==> src/rtl/lcd_seq_pkg.sv <==
// Shared level-code helpers for the LCD waveform sequencer.
// Codes: 0 = ground, 3 = full LCD voltage, 1/2 = intermediate rails.
package lcd_seq_pkg;

    typedef logic [1:0] lvl_t;

    // Mirror a positive-half code into the negative half for the chosen bias.
    function automatic lvl_t mirror_lvl(input lvl_t code, input logic half_bias);
        if (half_bias)
            return (code == 2'd3) ? 2'd0 : (code == 2'd0) ? 2'd3 : code;
        else
            return ~code;
    endfunction

    // Code driven on an active common.
    function automatic lvl_t com_code(input logic sel, input logic neg, input logic half_bias);
        lvl_t pos;
        pos = sel ? 2'd3 : 2'd1;
        return neg ? mirror_lvl(pos, half_bias) : pos;
    endfunction

    // Code driven on an enabled segment.
    function automatic lvl_t seg_code(input logic on, input logic neg, input logic half_bias);
        lvl_t pos;
        pos = on ? 2'd0 : (half_bias ? 2'd3 : 2'd2);
        return neg ? mirror_lvl(pos, half_bias) : pos;
    endfunction

endpackage

==> src/rtl/lcd_seq_regs.sv <==
// Register bank of the sequencer.
// Holds all settings. The timing and mode fields are copied into shadow
// registers while idle and at each frame boundary.
// Assumes NUM_SEG*NUM_COM is a multiple of 32 or that the last word is partial.
module lcd_seq_regs #(
    parameter int NUM_SEG = 40,
    parameter int NUM_COM = 4,
    parameter int COM_W   = 2,
    parameter int DIV_W   = 10,
    parameter int RPH_W   = 3,
    parameter int BLK_W   = 8,
    parameter int EXP_W   = 4,
    parameter int ADDR_W  = 4
) (
    input  logic                       clk,
    input  logic                       rst_n,
    input  logic                       wr_en,
    input  logic [ADDR_W-1:0]          wr_addr,
    input  logic [31:0]                wr_data,
    input  logic                       frame_end,
    output logic                       run,
    output logic [COM_W-1:0]           mux_act,
    output logic                       hb_act,
    output logic [DIV_W-1:0]           div_act,
    output logic [1:0]                 pre_act,
    output logic                       blank,
    output logic                       rph_en,
    output logic [RPH_W-1:0]           rph_len,
    output logic [BLK_W-1:0]           blk_mask,
    output logic [EXP_W-1:0]           blk_exp,
    output logic [NUM_SEG-1:0]         seg_mask,
    output logic [NUM_SEG*NUM_COM-1:0] seg_data
);
    localparam int MASK_WORDS = (NUM_SEG + 31) / 32;
    localparam int DATA_BITS  = NUM_SEG * NUM_COM;
    localparam int DATA_WORDS = (DATA_BITS + 31) / 32;
    localparam int A_CTRL     = 0;
    localparam int A_TIME     = 1;
    localparam int A_BLINK    = 2;
    localparam int A_MASK     = 3;
    localparam int A_DATA     = A_MASK + MASK_WORDS;

    logic             en_q;
    logic [COM_W-1:0] mux_q;
    logic             hb_q;
    logic [DIV_W-1:0] div_q;
    logic [1:0]       pre_q;

    // Control word: enable, mode, bias, blank, reset phase.
    always_ff @(posedge clk) begin
        if (!rst_n) begin
            en_q    <= 1'b0;
            mux_q   <= '0;
            hb_q    <= 1'b0;
            blank   <= 1'b0;
            rph_en  <= 1'b0;
            rph_len <= '0;
        end else if (wr_en && wr_addr == ADDR_W'(A_CTRL)) begin
            en_q    <= wr_data[0];
            mux_q   <= wr_data[1 +: COM_W];
            hb_q    <= wr_data[3];
            blank   <= wr_data[4];
            rph_en  <= wr_data[5];
            rph_len <= wr_data[6 +: RPH_W];
        end
    end

    // Timing word: divider and prescale code.
    always_ff @(posedge clk) begin
        if (!rst_n) begin
            div_q <= '0;
            pre_q <= '0;
        end else if (wr_en && wr_addr == ADDR_W'(A_TIME)) begin
            div_q <= wr_data[DIV_W-1:0];
            pre_q <= wr_data[13:12];
        end
    end

    // Blink word: pin mask and rate exponent.
    always_ff @(posedge clk) begin
        if (!rst_n) begin
            blk_mask <= '0;
            blk_exp  <= '0;
        end else if (wr_en && wr_addr == ADDR_W'(A_BLINK)) begin
            blk_mask <= wr_data[BLK_W-1:0];
            blk_exp  <= wr_data[8 +: EXP_W];
        end
    end

    for (genvar w = 0; w < MASK_WORDS; w++) begin : g_mask
        localparam int LO  = 32 * w;
        localparam int WID = (NUM_SEG - LO > 32) ? 32 : NUM_SEG - LO;
        // Segment enable word w.
        always_ff @(posedge clk) begin
            if (!rst_n)
                seg_mask[LO +: WID] <= '0;
            else if (wr_en && wr_addr == ADDR_W'(A_MASK + w))
                seg_mask[LO +: WID] <= wr_data[WID-1:0];
        end
    end

    for (genvar w = 0; w < DATA_WORDS; w++) begin : g_data
        localparam int LO  = 32 * w;
        localparam int WID = (DATA_BITS - LO > 32) ? 32 : DATA_BITS - LO;
        // Segment data word w.
        always_ff @(posedge clk) begin
            if (!rst_n)
                seg_data[LO +: WID] <= '0;
            else if (wr_en && wr_addr == ADDR_W'(A_DATA + w))
                seg_data[LO +: WID] <= wr_data[WID-1:0];
        end
    end

    // Run flag trails the enable bit by one cycle so shadows load first.
    always_ff @(posedge clk) begin
        if (!rst_n) run <= 1'b0;
        else        run <= en_q;
    end

    // Shadow copy of mode and timing, refreshed while idle or at frame end.
    always_ff @(posedge clk) begin
        if (!rst_n) begin
            mux_act <= '0;
            hb_act  <= 1'b0;
            div_act <= '0;
            pre_act <= '0;
        end else if (!run || frame_end) begin
            mux_act <= mux_q;
            hb_act  <= hb_q;
            div_act <= div_q;
            pre_act <= pre_q;
        end
    end
endmodule

==> src/rtl/lcd_seq_timebase.sv <==
// Slot timebase: prescaler, programmable divider and reset-phase counter.
// Emits a one-cycle slot_tick in the last cycle of each half-slot.
// Assumes the reset-phase length is shorter than the half-slot.
module lcd_seq_timebase #(
    parameter int DIV_W = 10,
    parameter int RPH_W = 3
) (
    input  logic             clk,
    input  logic             rst_n,
    input  logic             run,
    input  logic [1:0]       pre_code,
    input  logic [DIV_W-1:0] div_val,
    input  logic             rph_en,
    input  logic [RPH_W-1:0] rph_len,
    output logic             slot_tick,
    output logic             rph_active
);
    localparam logic [RPH_W:0] RPH_SAT = (RPH_W+1)'(1 << RPH_W);

    logic [2:0]       pre_cnt;
    logic [2:0]       pre_lim;
    logic             pre_tick;
    logic [DIV_W-1:0] div_cnt;
    logic [RPH_W:0]   rph_cnt;

    // Last prescaler count for the selected power of two.
    always_comb begin
        case (pre_code)
            2'd0:    pre_lim = 3'd0;
            2'd1:    pre_lim = 3'd1;
            2'd2:    pre_lim = 3'd3;
            default: pre_lim = 3'd7;
        endcase
    end

    assign pre_tick  = (pre_cnt == pre_lim);
    assign slot_tick = run && pre_tick && (div_cnt == div_val);

    // Prescaler counter.
    always_ff @(posedge clk) begin
        if (!rst_n || !run) pre_cnt <= '0;
        else if (pre_tick)  pre_cnt <= '0;
        else                pre_cnt <= pre_cnt + 3'd1;
    end

    // Divider counter, advanced by prescaler ticks.
    always_ff @(posedge clk) begin
        if (!rst_n || !run)                 div_cnt <= '0;
        else if (pre_tick && div_cnt == div_val) div_cnt <= '0;
        else if (pre_tick)                  div_cnt <= div_cnt + 1'b1;
    end

    // Cycles since half-slot start, saturating past the longest reset phase.
    always_ff @(posedge clk) begin
        if (!rst_n || !run || slot_tick) rph_cnt <= '0;
        else if (rph_cnt != RPH_SAT)     rph_cnt <= rph_cnt + 1'b1;
    end

    assign rph_active = rph_en && run && (rph_cnt <= {1'b0, rph_len});
endmodule

==> src/rtl/lcd_seq_sequencer.sv <==
// Common/polarity sequencer and frame counter.
// Visits commons 0..mux, positive then negative half each; counts frames.
module lcd_seq_sequencer #(
    parameter int COM_W   = 2,
    parameter int FRAME_W = 13
) (
    input  logic               clk,
    input  logic               rst_n,
    input  logic               run,
    input  logic               slot_tick,
    input  logic [COM_W-1:0]   mux,
    output logic [COM_W-1:0]   com_idx,
    output logic               neg_half,
    output logic [FRAME_W-1:0] frame_cnt,
    output logic               frame_end
);
    assign frame_end = slot_tick && neg_half && (com_idx == mux);

    // Step polarity, common index and frame count on each half-slot end.
    always_ff @(posedge clk) begin
        if (!rst_n || !run) begin
            com_idx   <= '0;
            neg_half  <= 1'b0;
            frame_cnt <= '0;
        end else if (slot_tick) begin
            neg_half <= ~neg_half;
            if (neg_half)
                com_idx <= frame_end ? '0 : com_idx + 1'b1;
            if (frame_end)
                frame_cnt <= frame_cnt + 1'b1;
        end
    end
endmodule

==> src/rtl/lcd_seq_pins.sv <==
// Pin encoder: turns sequencer state and settings into per-pin enables and
// level codes. Purely combinational; blank and idle override everything.
module lcd_seq_pins
    import lcd_seq_pkg::*;
#(
    parameter int NUM_SEG = 40,
    parameter int NUM_COM = 4,
    parameter int COM_W   = 2,
    parameter int BLK_W   = 8,
    parameter int EXP_W   = 4,
    parameter int FRAME_W = 13
) (
    input  logic                       run,
    input  logic                       blank,
    input  logic                       rph_active,
    input  logic                       half_bias,
    input  logic [COM_W-1:0]           mux,
    input  logic [COM_W-1:0]           com_idx,
    input  logic                       neg_half,
    input  logic [FRAME_W-1:0]         frame_cnt,
    input  logic [BLK_W-1:0]           blk_mask,
    input  logic [EXP_W-1:0]           blk_exp,
    input  logic [NUM_SEG-1:0]         seg_mask,
    input  logic [NUM_SEG*NUM_COM-1:0] seg_data,
    output logic [NUM_COM-1:0]         com_en,
    output logic [2*NUM_COM-1:0]       com_lvl,
    output logic [NUM_SEG-1:0]         seg_en,
    output logic [2*NUM_SEG-1:0]       seg_lvl
);
    localparam int EXP_MIN = 2;

    logic blink_off;
    logic live;

    // Blink phase: selected frame-count bit for a valid exponent.
    always_comb begin
        blink_off = 1'b0;
        for (int i = EXP_MIN; i <= FRAME_W; i++)
            if (blk_exp == EXP_W'(i)) blink_off = frame_cnt[i-1];
    end

    assign live = run && !blank;

    for (genvar k = 0; k < NUM_COM; k++) begin : g_com
        logic act;
        assign act        = live && (COM_W'(k) <= mux);
        assign com_en[k]  = act;
        assign com_lvl[2*k +: 2] = (!act || rph_active) ? 2'd0
                                 : com_code(com_idx == COM_W'(k), neg_half, half_bias);
    end

    for (genvar j = 0; j < NUM_SEG; j++) begin : g_seg
        logic [NUM_COM-1:0] nib;
        logic               act;
        logic               on;
        assign nib = seg_data[j*NUM_COM +: NUM_COM];
        assign act = live && seg_mask[j];
        if (j < BLK_W) begin : g_blink
            assign on = nib[com_idx] && !(blk_mask[j] && blink_off);
        end else begin : g_plain
            assign on = nib[com_idx];
        end
        assign seg_en[j]         = act;
        assign seg_lvl[2*j +: 2] = (!act || rph_active) ? 2'd0
                                 : seg_code(on, neg_half, half_bias);
    end
endmodule

==> src/rtl/lcd_wave_seq.sv <==
// Top of the multiplexed LCD waveform sequencer.
// Clocked by the low-frequency clock; registers written through a plain
// strobe/address/data port; outputs are per-pin enables and level codes.
module lcd_wave_seq #(
    parameter int NUM_SEG = 40,
    parameter int NUM_COM = 4,
    parameter int DIV_W   = 10,
    parameter int RPH_W   = 3,
    parameter int BLK_W   = 8,
    parameter int EXP_W   = 4,
    parameter int ADDR_W  = 4
) (
    input  logic                   clk,
    input  logic                   rst_n,
    input  logic                   wr_en,
    input  logic [ADDR_W-1:0]      wr_addr,
    input  logic [31:0]            wr_data,
    output logic [NUM_COM-1:0]     com_en,
    output logic [2*NUM_COM-1:0]   com_lvl,
    output logic [NUM_SEG-1:0]     seg_en,
    output logic [2*NUM_SEG-1:0]   seg_lvl
);
    localparam int COM_W   = $clog2(NUM_COM);
    localparam int FRAME_W = (1 << EXP_W) - 3;

    logic                       run;
    logic [COM_W-1:0]           mux_act;
    logic                       hb_act;
    logic [DIV_W-1:0]           div_act;
    logic [1:0]                 pre_act;
    logic                       blank;
    logic                       rph_en;
    logic [RPH_W-1:0]           rph_len;
    logic [BLK_W-1:0]           blk_mask;
    logic [EXP_W-1:0]           blk_exp;
    logic [NUM_SEG-1:0]         seg_mask;
    logic [NUM_SEG*NUM_COM-1:0] seg_data;
    logic                       slot_tick;
    logic                       rph_active;
    logic [COM_W-1:0]           com_idx;
    logic                       neg_half;
    logic [FRAME_W-1:0]         frame_cnt;
    logic                       frame_end;

    lcd_seq_regs #(
        .NUM_SEG(NUM_SEG), .NUM_COM(NUM_COM), .COM_W(COM_W), .DIV_W(DIV_W),
        .RPH_W(RPH_W), .BLK_W(BLK_W), .EXP_W(EXP_W), .ADDR_W(ADDR_W)
    ) u_regs (
        .clk(clk), .rst_n(rst_n), .wr_en(wr_en), .wr_addr(wr_addr),
        .wr_data(wr_data), .frame_end(frame_end), .run(run),
        .mux_act(mux_act), .hb_act(hb_act), .div_act(div_act),
        .pre_act(pre_act), .blank(blank), .rph_en(rph_en),
        .rph_len(rph_len), .blk_mask(blk_mask), .blk_exp(blk_exp),
        .seg_mask(seg_mask), .seg_data(seg_data)
    );

    lcd_seq_timebase #(.DIV_W(DIV_W), .RPH_W(RPH_W)) u_time (
        .clk(clk), .rst_n(rst_n), .run(run), .pre_code(pre_act),
        .div_val(div_act), .rph_en(rph_en), .rph_len(rph_len),
        .slot_tick(slot_tick), .rph_active(rph_active)
    );

    lcd_seq_sequencer #(.COM_W(COM_W), .FRAME_W(FRAME_W)) u_seq (
        .clk(clk), .rst_n(rst_n), .run(run), .slot_tick(slot_tick),
        .mux(mux_act), .com_idx(com_idx), .neg_half(neg_half),
        .frame_cnt(frame_cnt), .frame_end(frame_end)
    );

    lcd_seq_pins #(
        .NUM_SEG(NUM_SEG), .NUM_COM(NUM_COM), .COM_W(COM_W),
        .BLK_W(BLK_W), .EXP_W(EXP_W), .FRAME_W(FRAME_W)
    ) u_pins (
        .run(run), .blank(blank), .rph_active(rph_active),
        .half_bias(hb_act), .mux(mux_act), .com_idx(com_idx),
        .neg_half(neg_half), .frame_cnt(frame_cnt), .blk_mask(blk_mask),
        .blk_exp(blk_exp), .seg_mask(seg_mask), .seg_data(seg_data),
        .com_en(com_en), .com_lvl(com_lvl), .seg_en(seg_en), .seg_lvl(seg_lvl)
    );
endmodule

==> config.mk <==
export PLATFORM = sky130hd
export DESIGN_NAME = lcd_wave_seq
export DESIGN_NICKNAME = d
export VERILOG_FILES = /design/src/rtl/lcd_seq_pkg.sv /design/src/rtl/lcd_seq_regs.sv /design/src/rtl/lcd_seq_timebase.sv /design/src/rtl/lcd_seq_sequencer.sv /design/src/rtl/lcd_seq_pins.sv /design/src/rtl/lcd_wave_seq.sv
export SDC_FILE = /design/constraint.sdc
export NUM_CORES = 1
export LEC_CHECK = 0
export BUFFER_PORTS_ARGS = -buffer_cell sky130_fd_sc_hd__buf_2
export CORE_ASPECT_RATIO = 0.9
export CORE_MARGIN = 3
export CORE_UTILIZATION = 52
export DETAILED_ROUTE_END_ITERATION = 8
export GPL_ROUTABILITY_DRIVEN = 0
export PLACE_DENSITY_LB_ADDON = 0.08
export SETUP_SLACK_MARGIN = 0.2
export SKIP_CTS_REPAIR_TIMING = 1
export SLEW_MARGIN = 40
export SYNTH_ARGS = -nofsm -noshare
export SYNTH_HDL_FRONTEND = slang
export SYNTH_SLANG_ARGS = --single-unit
==> constraint.sdc <==
create_clock -name clk -period 6.04 [get_ports clk]
set_input_delay 0 -clock clk [delete_from_list [all_inputs] [get_ports clk]]
set_output_delay 0 -clock clk [all_outputs]
set_load 0.02 [all_outputs]
Yosys cells after proc, flatten, opt, wreduce, memory -nomap -nowiden
Cells that the tools add are included.
{ "word_totals": {"reg_bits": 282, "latch_bits": 0, "ramBits": 0, "mem_bits_ro": 0, "in_bits": 39, "output_inout_bits": 132, "word_cells": 748, "n_memories": 0} }
{ "classes": {"n_addsub": 5, "mul": 0, "div_mod_pow": 0, "n_lt_le_gt_ge": 6, "eq_ne": 74, "shift": 0, "mux": 359, "n_bitwise": 45, "reduce_logical": 231} }
{ "op_table": {"columns": ["op", "count"], "rows": [
  ["$mux 2", 265],
  ["$eq 2x2->1 const B", 47],
  ["$logic_not 2->1", 46],
  ["$not 2->2", 44],
  ["$bmux 1 s2", 40],
  ["$logic_and 1x1->1", 78],
  ["$logic_not 1->1", 55],
  ["$mux 1", 53],
  ["$logic_or 1x1->1", 47],
  ["$eq 4x3->1 const B", 8],
  ["$eq 4x4->1 const B", 8],
  ["$eq 4x2->1 const B", 4],
  ["$add 13x1->13 const B", 1],
  ["$add 10x1->10 const B", 1],
  ["$eq 10x10->1", 1],
  ["$pmux 3 s3", 1],
  ["$add 4x1->4 const B", 1],
  ["$eq 2x1->1 const B", 2],
  ["$eq 4x1->1 const B", 1],
  ["$le 1x2->1 const A", 2],
  ["$le 2x2->1 const A", 2],
  ["$le 4x3->1", 1],
  ["$logic_not 4->1", 1],
  ["$ne 4x4->1 const B", 1],
  ["other kinds (8)", 10]
]} }

Logic depth before layout (Yosys ltp)
{ "logic_depth": {"word_depth": 23, "ltp_mapped": 9, "depth_no_buf": 7} }

Cells and area by module
A second synthesis with hierarchy kept.
{ "hier_totals": {"hier_cells": 1554, "hier_area_um2": 14303.7} }
{ "by_module_without_submodules": {"columns": ["mod", "n_inst", "cells_per_inst", "area_each_um2", "seq_area_each_um2"], "rows": [
  ["lcd_seq_regs", 1, 867, 8983.6, 4984.8],
  ["lcd_seq_pins", 1, 485, 3550.9, 0.0],
  ["lcd_seq_timebase", 1, 110, 1019.7, 340.3],
  ["lcd_seq_sequencer", 1, 92, 749.5, 320.3]
]} }

Least setup slack after synthesis
Ideal clock, no wire load.
{ "synth_path": {"path_kind": "register -> output", "startpoint": "reg u_seq.com_idx[0]", "endpoint": "out seg_lvl[56]", "arrival_time_ns": 2.462, "setup_slack_ns": 3.578, "stages_incl_launch_ff": 8, "n_path_buf": 3, "path_cell_list": "dfxtp_1 > buf_2 > buf_2 > buf_2 > mux4_2 > nor2_1 > xnor2_1 > nor3b_1"} }
{ "synth_between": {"elab_chain_cells": 9, "word_cells_on_any_way": 11, "cone_classes": "eq/ne: 1; mux: 8; bitwise: 1; reduce/logical: 1"} }
{ "synth_lines": {"columns": ["element", "line", "rtl"], "rows": [
  ["start: declaration", "lcd_seq_sequencer.sv:12", "output logic [COM_W-1:0] com_idx,"],
  ["start signal: assignment", "lcd_seq_sequencer.sv:28", "com_idx <= frame_end ? '0 : com_idx + 1'b1;"],
  ["$bmux 1 s2 (*)", "lcd_seq_pins.sv:61", "assign on = nib[com_idx];"],
  ["$mux 1 (not written as such) (*)", "lcd_seq_pins.sv:61", null],
  ["$mux 2 (*)", "lcd_seq_pkg.sv:25", "pos = on ? 2'd0 : (half_bias ? 2'd3 : 2'd2);"],
  ["$logic_not 2->1", "lcd_seq_pkg.sv:10", "return (code == 2'd3) ? 2'd0 : (code == 2'd0) ? 2'd3 : code;"],
  ["$mux 2 (2 in series)", "lcd_seq_pkg.sv:10", null],
  ["$mux 2", "lcd_seq_pkg.sv:9", "if (half_bias)"],
  ["$mux 2 (*)", "lcd_seq_pkg.sv:26", "return neg ? mirror_lvl(pos, half_bias) : pos;"],
  ["$mux 2 (*)", "lcd_seq_pins.sv:64", "assign seg_lvl[2*j +: 2] = (!act || rph_active) ? 2'd0"],
  ["end: declaration", "lcd_wave_seq.sv:21", "output logic [2*NUM_SEG-1:0] seg_lvl"]
]} }
Every way passes the cells marked *; elsewhere a longest branch is shown, timed or not. The select of a mux whose other input is x is not followed.

Final worst setup path
{ "layout_path": {"startpoint": "reg u_time.rph_cnt[1]", "endpoint": "out seg_lvl[28]"} }
{ "layout_between": {"elab_chain_cells": 4} }
{ "layout_lines": {"columns": ["element", "line", "rtl"], "rows": [
  ["start: declaration", "lcd_seq_timebase.sv:24", "logic [RPH_W:0] rph_cnt;"],
  ["start signal: assignment", "lcd_seq_timebase.sv:56", "else if (rph_cnt != RPH_SAT) rph_cnt <= rph_cnt + 1'b1;"],
  ["$le 4x3->1", "lcd_seq_timebase.sv:59", "assign rph_active = rph_en && run && (rph_cnt <= {1'b0, rph_len});"],
  ["$logic_and 1x1->1", "lcd_seq_timebase.sv:59", null],
  ["$logic_or 1x1->1", "lcd_seq_pins.sv:64", null],
  ["$mux 2", "lcd_seq_pins.sv:64", null]
]} }
No other way between the ends.

==> results <==
- The floorplan core area is 27200 µm².
- The synthesized design devotes to its leading area cell type between 30% and 40% of total area.
- The worst path buffer plus inverter count is 3.
- Counting every net in the synthesized netlist gives ~1.8k.
- The sort of element at the end of the critical path is an output pin.
- The biggest area contributor in the post-synthesis netlist is dfxtp_1.
- Across the run, the number of max-cap violations was 0.
- The highest fanout seen on the critical path is 18.
- Walking the worst path, the cells encountered are ha_1, nor2b_1, o21ai_0, a211oi_1, buf_4, nor2_2, buf_4, nor3_1, buf_2.
- Summing all non-filler instances in the final layout gives an area of 16400 µm².
- In the final design database the tool counted 1823 nets.
- The first global-routing pass estimated 66.2 mm of wire.
- The number of clock buffers inserted by TritonCTS is 30.
- In this run the horizontal extent of the chip is 182 µm.
- The number of global-route vias before repair is 11.2k.
- The endpoint required time on the critical path is 6040 ps.
- The fraction of registers with async set/reset is 0%.
- The TritonCTS clock tree is done.
- The largest net degree at the start of global routing is 137.
- The final hold violation count is 0.
- The leading register cell type out of synthesis is dfxtp_1.
- Summed over all cells, the static leakage comes to around 6.3 nW.
- The depth of the worst register-to-register path is 5.
- The clock network accounts for ~47% of the total power.
- The post-route fraction of the period consumed by the critical path is 52.9%.
- The worst hold path begins at wr_addr[0].
- The largest individual stage delay along the critical path comes from the cell nor2_2.
- The slack of the worst reg-to-reg path is 3490 ps.
- The kind of cell adding the most delay to the critical path is simple AND/OR/NAND/NOR gates.
- In the routed layout, each cell is associated on average with a via count of 5.66.
- Counting I/O delays and the setup requirement, the final critical path takes 3200 ps.
- The number of antenna violations at the first check in global routing came to 2.
- The detailed router placed 12.2k vias in this run.
- The share of final-layout standard cells stronger than drive strength 1 is 17.5%.
- The total negative slack for setup checks is 0 ps.
- After detailed routing, the total wire length is 43.5 mm.
- Setup violations remaining at the end of the flow were counted as 0.
- The placed wire-length estimate after detailed placement is 28.7 mm.
- The total overflow left after global routing is 0.
- The root buffer cell is clkbuf_16.
- The worst hold path terminates at u_regs.seg_data[40].
- For this design the top-level I/O count stands at 171.
- At the later pin of the worst-skew pair, clock insertion delay measures 550 ps.
- The number of iterations in the first detailed-routing pass is 5.
- In the global route stage, overall resource usage came out at 28.3%.
- The number of synthesized register bits is 282.
- The type of the setup path with the least slack is reg2out.
- The CTS H-tree depth is 1.
- In this run the cell area measured after placement is 15100 µm².
- The net switching power is 0.894 mW.
- The floorplan has 57 rows.
- Summing all multi-input logic gate instances after layout gives roughly 7900 µm².
- Headroom to the max-slew limit came out at 44.5%.
- After clock tree synthesis, the clock-pin slew on the worst setup and hold paths is 60 ps.
- Derived from the worst setup path, the maximum achievable clock frequency is roughly 0.31 GHz.
- The maximum VDD drop is 0.000213 V.
- In the final layout, flip-flops and latches occupy 5650 µm².
- Setup repair after global routing left no endpoint under its margin.
- The mean instance size in the synthesized netlist is approximately 8.5 µm².
- The number of stages on the worst hold path is 4.
- The number of different library cells in the post-synthesis netlist is 51.
- In this run the remaining antenna-violating nets after routing total 0.
- The number of fillers in the final layout is approximately 2.5k.
- No sink is reached through more buffers than the 3 on the longest clock path.
- The sequential fraction of the synthesis area is 38.9%.
- The largest single stage delay on the critical path is 620 ps.
- The count of final max-slew check failures was 0.
- The initial detailed-routing violation count is 1019.
- The post-synthesis cell area is ~14000 µm².
- The clock arrives with 9.15 ps of skew.
- The worst register-to-register path begins at u_seq.com_idx[0].
- The internal power of the cells totals 3.09 mW.
- The count of clock tree sinks is 282.
- The count of buffers inserted at the top-level ports is 170.
- The path class of the lowest-slack min-delay path is in2reg.
- The critical register-to-register path endpoint is u_seq.frame_cnt[11].
- In this design, the critical path's most frequently occurring cell is buf_4.
- The power density over the cells is ~240 nW/µm².
- The routed wire length per instance is 20.2 µm.
- The synthesis-to-finish area growth is 13.4%.
- The count of mapped cells out of synthesis is approximately 1.7k.
- Sorting the synthesized cells by area gives the leading types as dfxtp_1 39%, nand2_1 12%, a21boi_0 9.9%.
- The arrival time at the worst endpoint is roughly 3200 ps.
- The switching part of the total power is roughly 22%.
- The startpoint class of the critical path is a flop.
- The initial utilization of the core area, before any placement, comes to 53.2%.
- In this run, synthesis inferred 0 flip-flops with an integrated enable.
- During synthesis, Yosys emitted a total of 0 warnings.
- The post-route DRC violation count is 0.
- Combinational logic is responsible for 5.3% of the overall power.
- The run finished with clean final reports.
- The floorplan step defined a die boundary enclosing 29900 µm².
- Overall power consumption after layout is estimated at 3.98 mW.
- The slew of the pin with the lowest slew margin is 833 ps.
- Sequential cells burn 47.5% of the power.
- The die is 164 µm tall.
[power groups by stage]
stage,sequential [mW],combinational [mW],clock (mW)
floorplan,1.93,0.108,0
global placement,1.93,0.188,0
detailed placement,1.93,0.191,0
CTS,1.89,0.192,1.90
global route,1.89,0.223,1.97
finish,1.89,0.210,1.88
[sequential cells by signal (all words and copies together), names as in the netlist, 3 cells and up]
register / flops
u_regs.seg_data: 160
u_regs.seg_mask: 40
u_seq.frame_cnt: 13
u_regs.div_act: 10
u_regs.div_q: 10
u_time.div_cnt: 10
u_regs.blk_mask: 8
u_regs.blk_exp: 4
u_time.rph_cnt: 4
u_regs.rph_len: 3
u_time.pre_cnt: 3
[cell usage in the layout (no fill, tap or decap), drive strengths merged, types with 3 or more instances in the layout]
cell type and n:
and3 43, nand3 9, nor2 49, nand2 451, bufinv 3, a21boi 192, o211ai 4, and2 45
mux2 4, nand4 6, nand3b 5, clkbuf 44, nor3b 29, a31oi 16, mux4 42, and4 4
a31o 9, clkinv 5, or3 13, o21ai 32, xnor2 56, a21oi 15, xor2 23, ha 12
or2 4, inv 20, buf 185, nor3 17, dlygate4sd3 32, nand2b 6, nor2b 50, dfxtp 282
o2111ai 3, mux2i 60
[final cells by class]
| type | instances | area share (%) |
|---|---|---|
| repair buffers | 218 | 7.96 |
| well taps | 354 | 2.70 |
| clock inverters | 10 | 0.792 |
| multi-input cells | 1220 | 48.3 |
| clock buffers | 43 | 5.36 |
| flip-flops and latches | 282 | 34.4 |
| inverters | 20 | 0.457 |
| diodes | 2 | 0.0305 |
[worst max-delay path by stage]
stage / from / cells after the start / endpoint
final: u_time.rph_cnt[1] / 9 / seg_lvl[28]
after global routing: u_seq.com_idx[0] / 6 / seg_lvl[26]
after CTS: u_seq.com_idx[0] / 6 / seg_lvl[26]
after detailed placement: u_seq.com_idx[0] / 6 / seg_lvl[26]
after global placement: u_seq.com_idx[0] / 6 / seg_lvl[26]
after floorplan: u_seq.com_idx[0] / 7 / seg_lvl[56]
[synthesized netlist by cell type (16+ instances only)]
| library cell | number |
|---|---|
| nor2b_1 | 50 |
| o21ai_0 | 32 |
| mux2i_1 | 60 |
| inv_1 | 20 |
| dfxtp_1 | 282 |
| nor3b_1 | 29 |
| nor2_1 | 47 |
| and2_1 | 45 |
| xnor2_1 | 56 |
| mux4_2 | 42 |
| a31oi_1 | 16 |
| xor2_1 | 23 |
| buf_4 | 44 |
| and3_1 | 43 |
| clkbuf_1 | 114 |
| a21boi_0 | 192 |
| nor3_1 | 17 |
| nand2_1 | 451 |
[kinds of logic (layout without fill, tap and decap cells)]
logic type | Yosys count | after routing | share of synthesized area [%]
muxes | 106 | 106 | 11.0
DFF | 282 | 282 | 38.9
buffers and inverters | 201 | 291 | 6.59
other | 0 | 2 | 0
xor gates and xnor gates | 79 | 79 | 4.77
and+or+nand+nor | 737 | 737 | 23.5
adders and majority gates | 12 | 12 | 1.04
AOI/OAI and AO/OA | 286 | 286 | 14.2
[worst min-delay path, stage by stage]
cell and delay [ps]:
buf_2 220, nor3b_4 150, nand2_1 80, a21boi_0 70
[metrics by stage]
step           hold slack (ps)  std cells  utilization, %  setup slack, ps
3_5_place_dp               389       2062            55.4             3360
6_report                  28.0       2149            60.3             2840
2_1_floorplan              145       1703               -             3580
5_1_grt                   53.9       2147            60.3             2580
4_1_cts                   -189       2115            59.1             2770
3_3_place_gp               376       2061            55.3             2990
[per-layer routing]
layer | vias to the layer above | track usage [%] | wire length, µm | share of wire (%)
li1 | 5814 | - | - | -
met1 | 5879 | 41.5 | 19900 | 46
met2 | 409 | 44.2 | 19500 | 45
met3 | 59 | 4.36 | 3120 | 7.2
met4 | 0 | 6.58 | 929 | 2.1
met5 | - | 0 | 0 | 0
(Power assumes the default switching activity.)
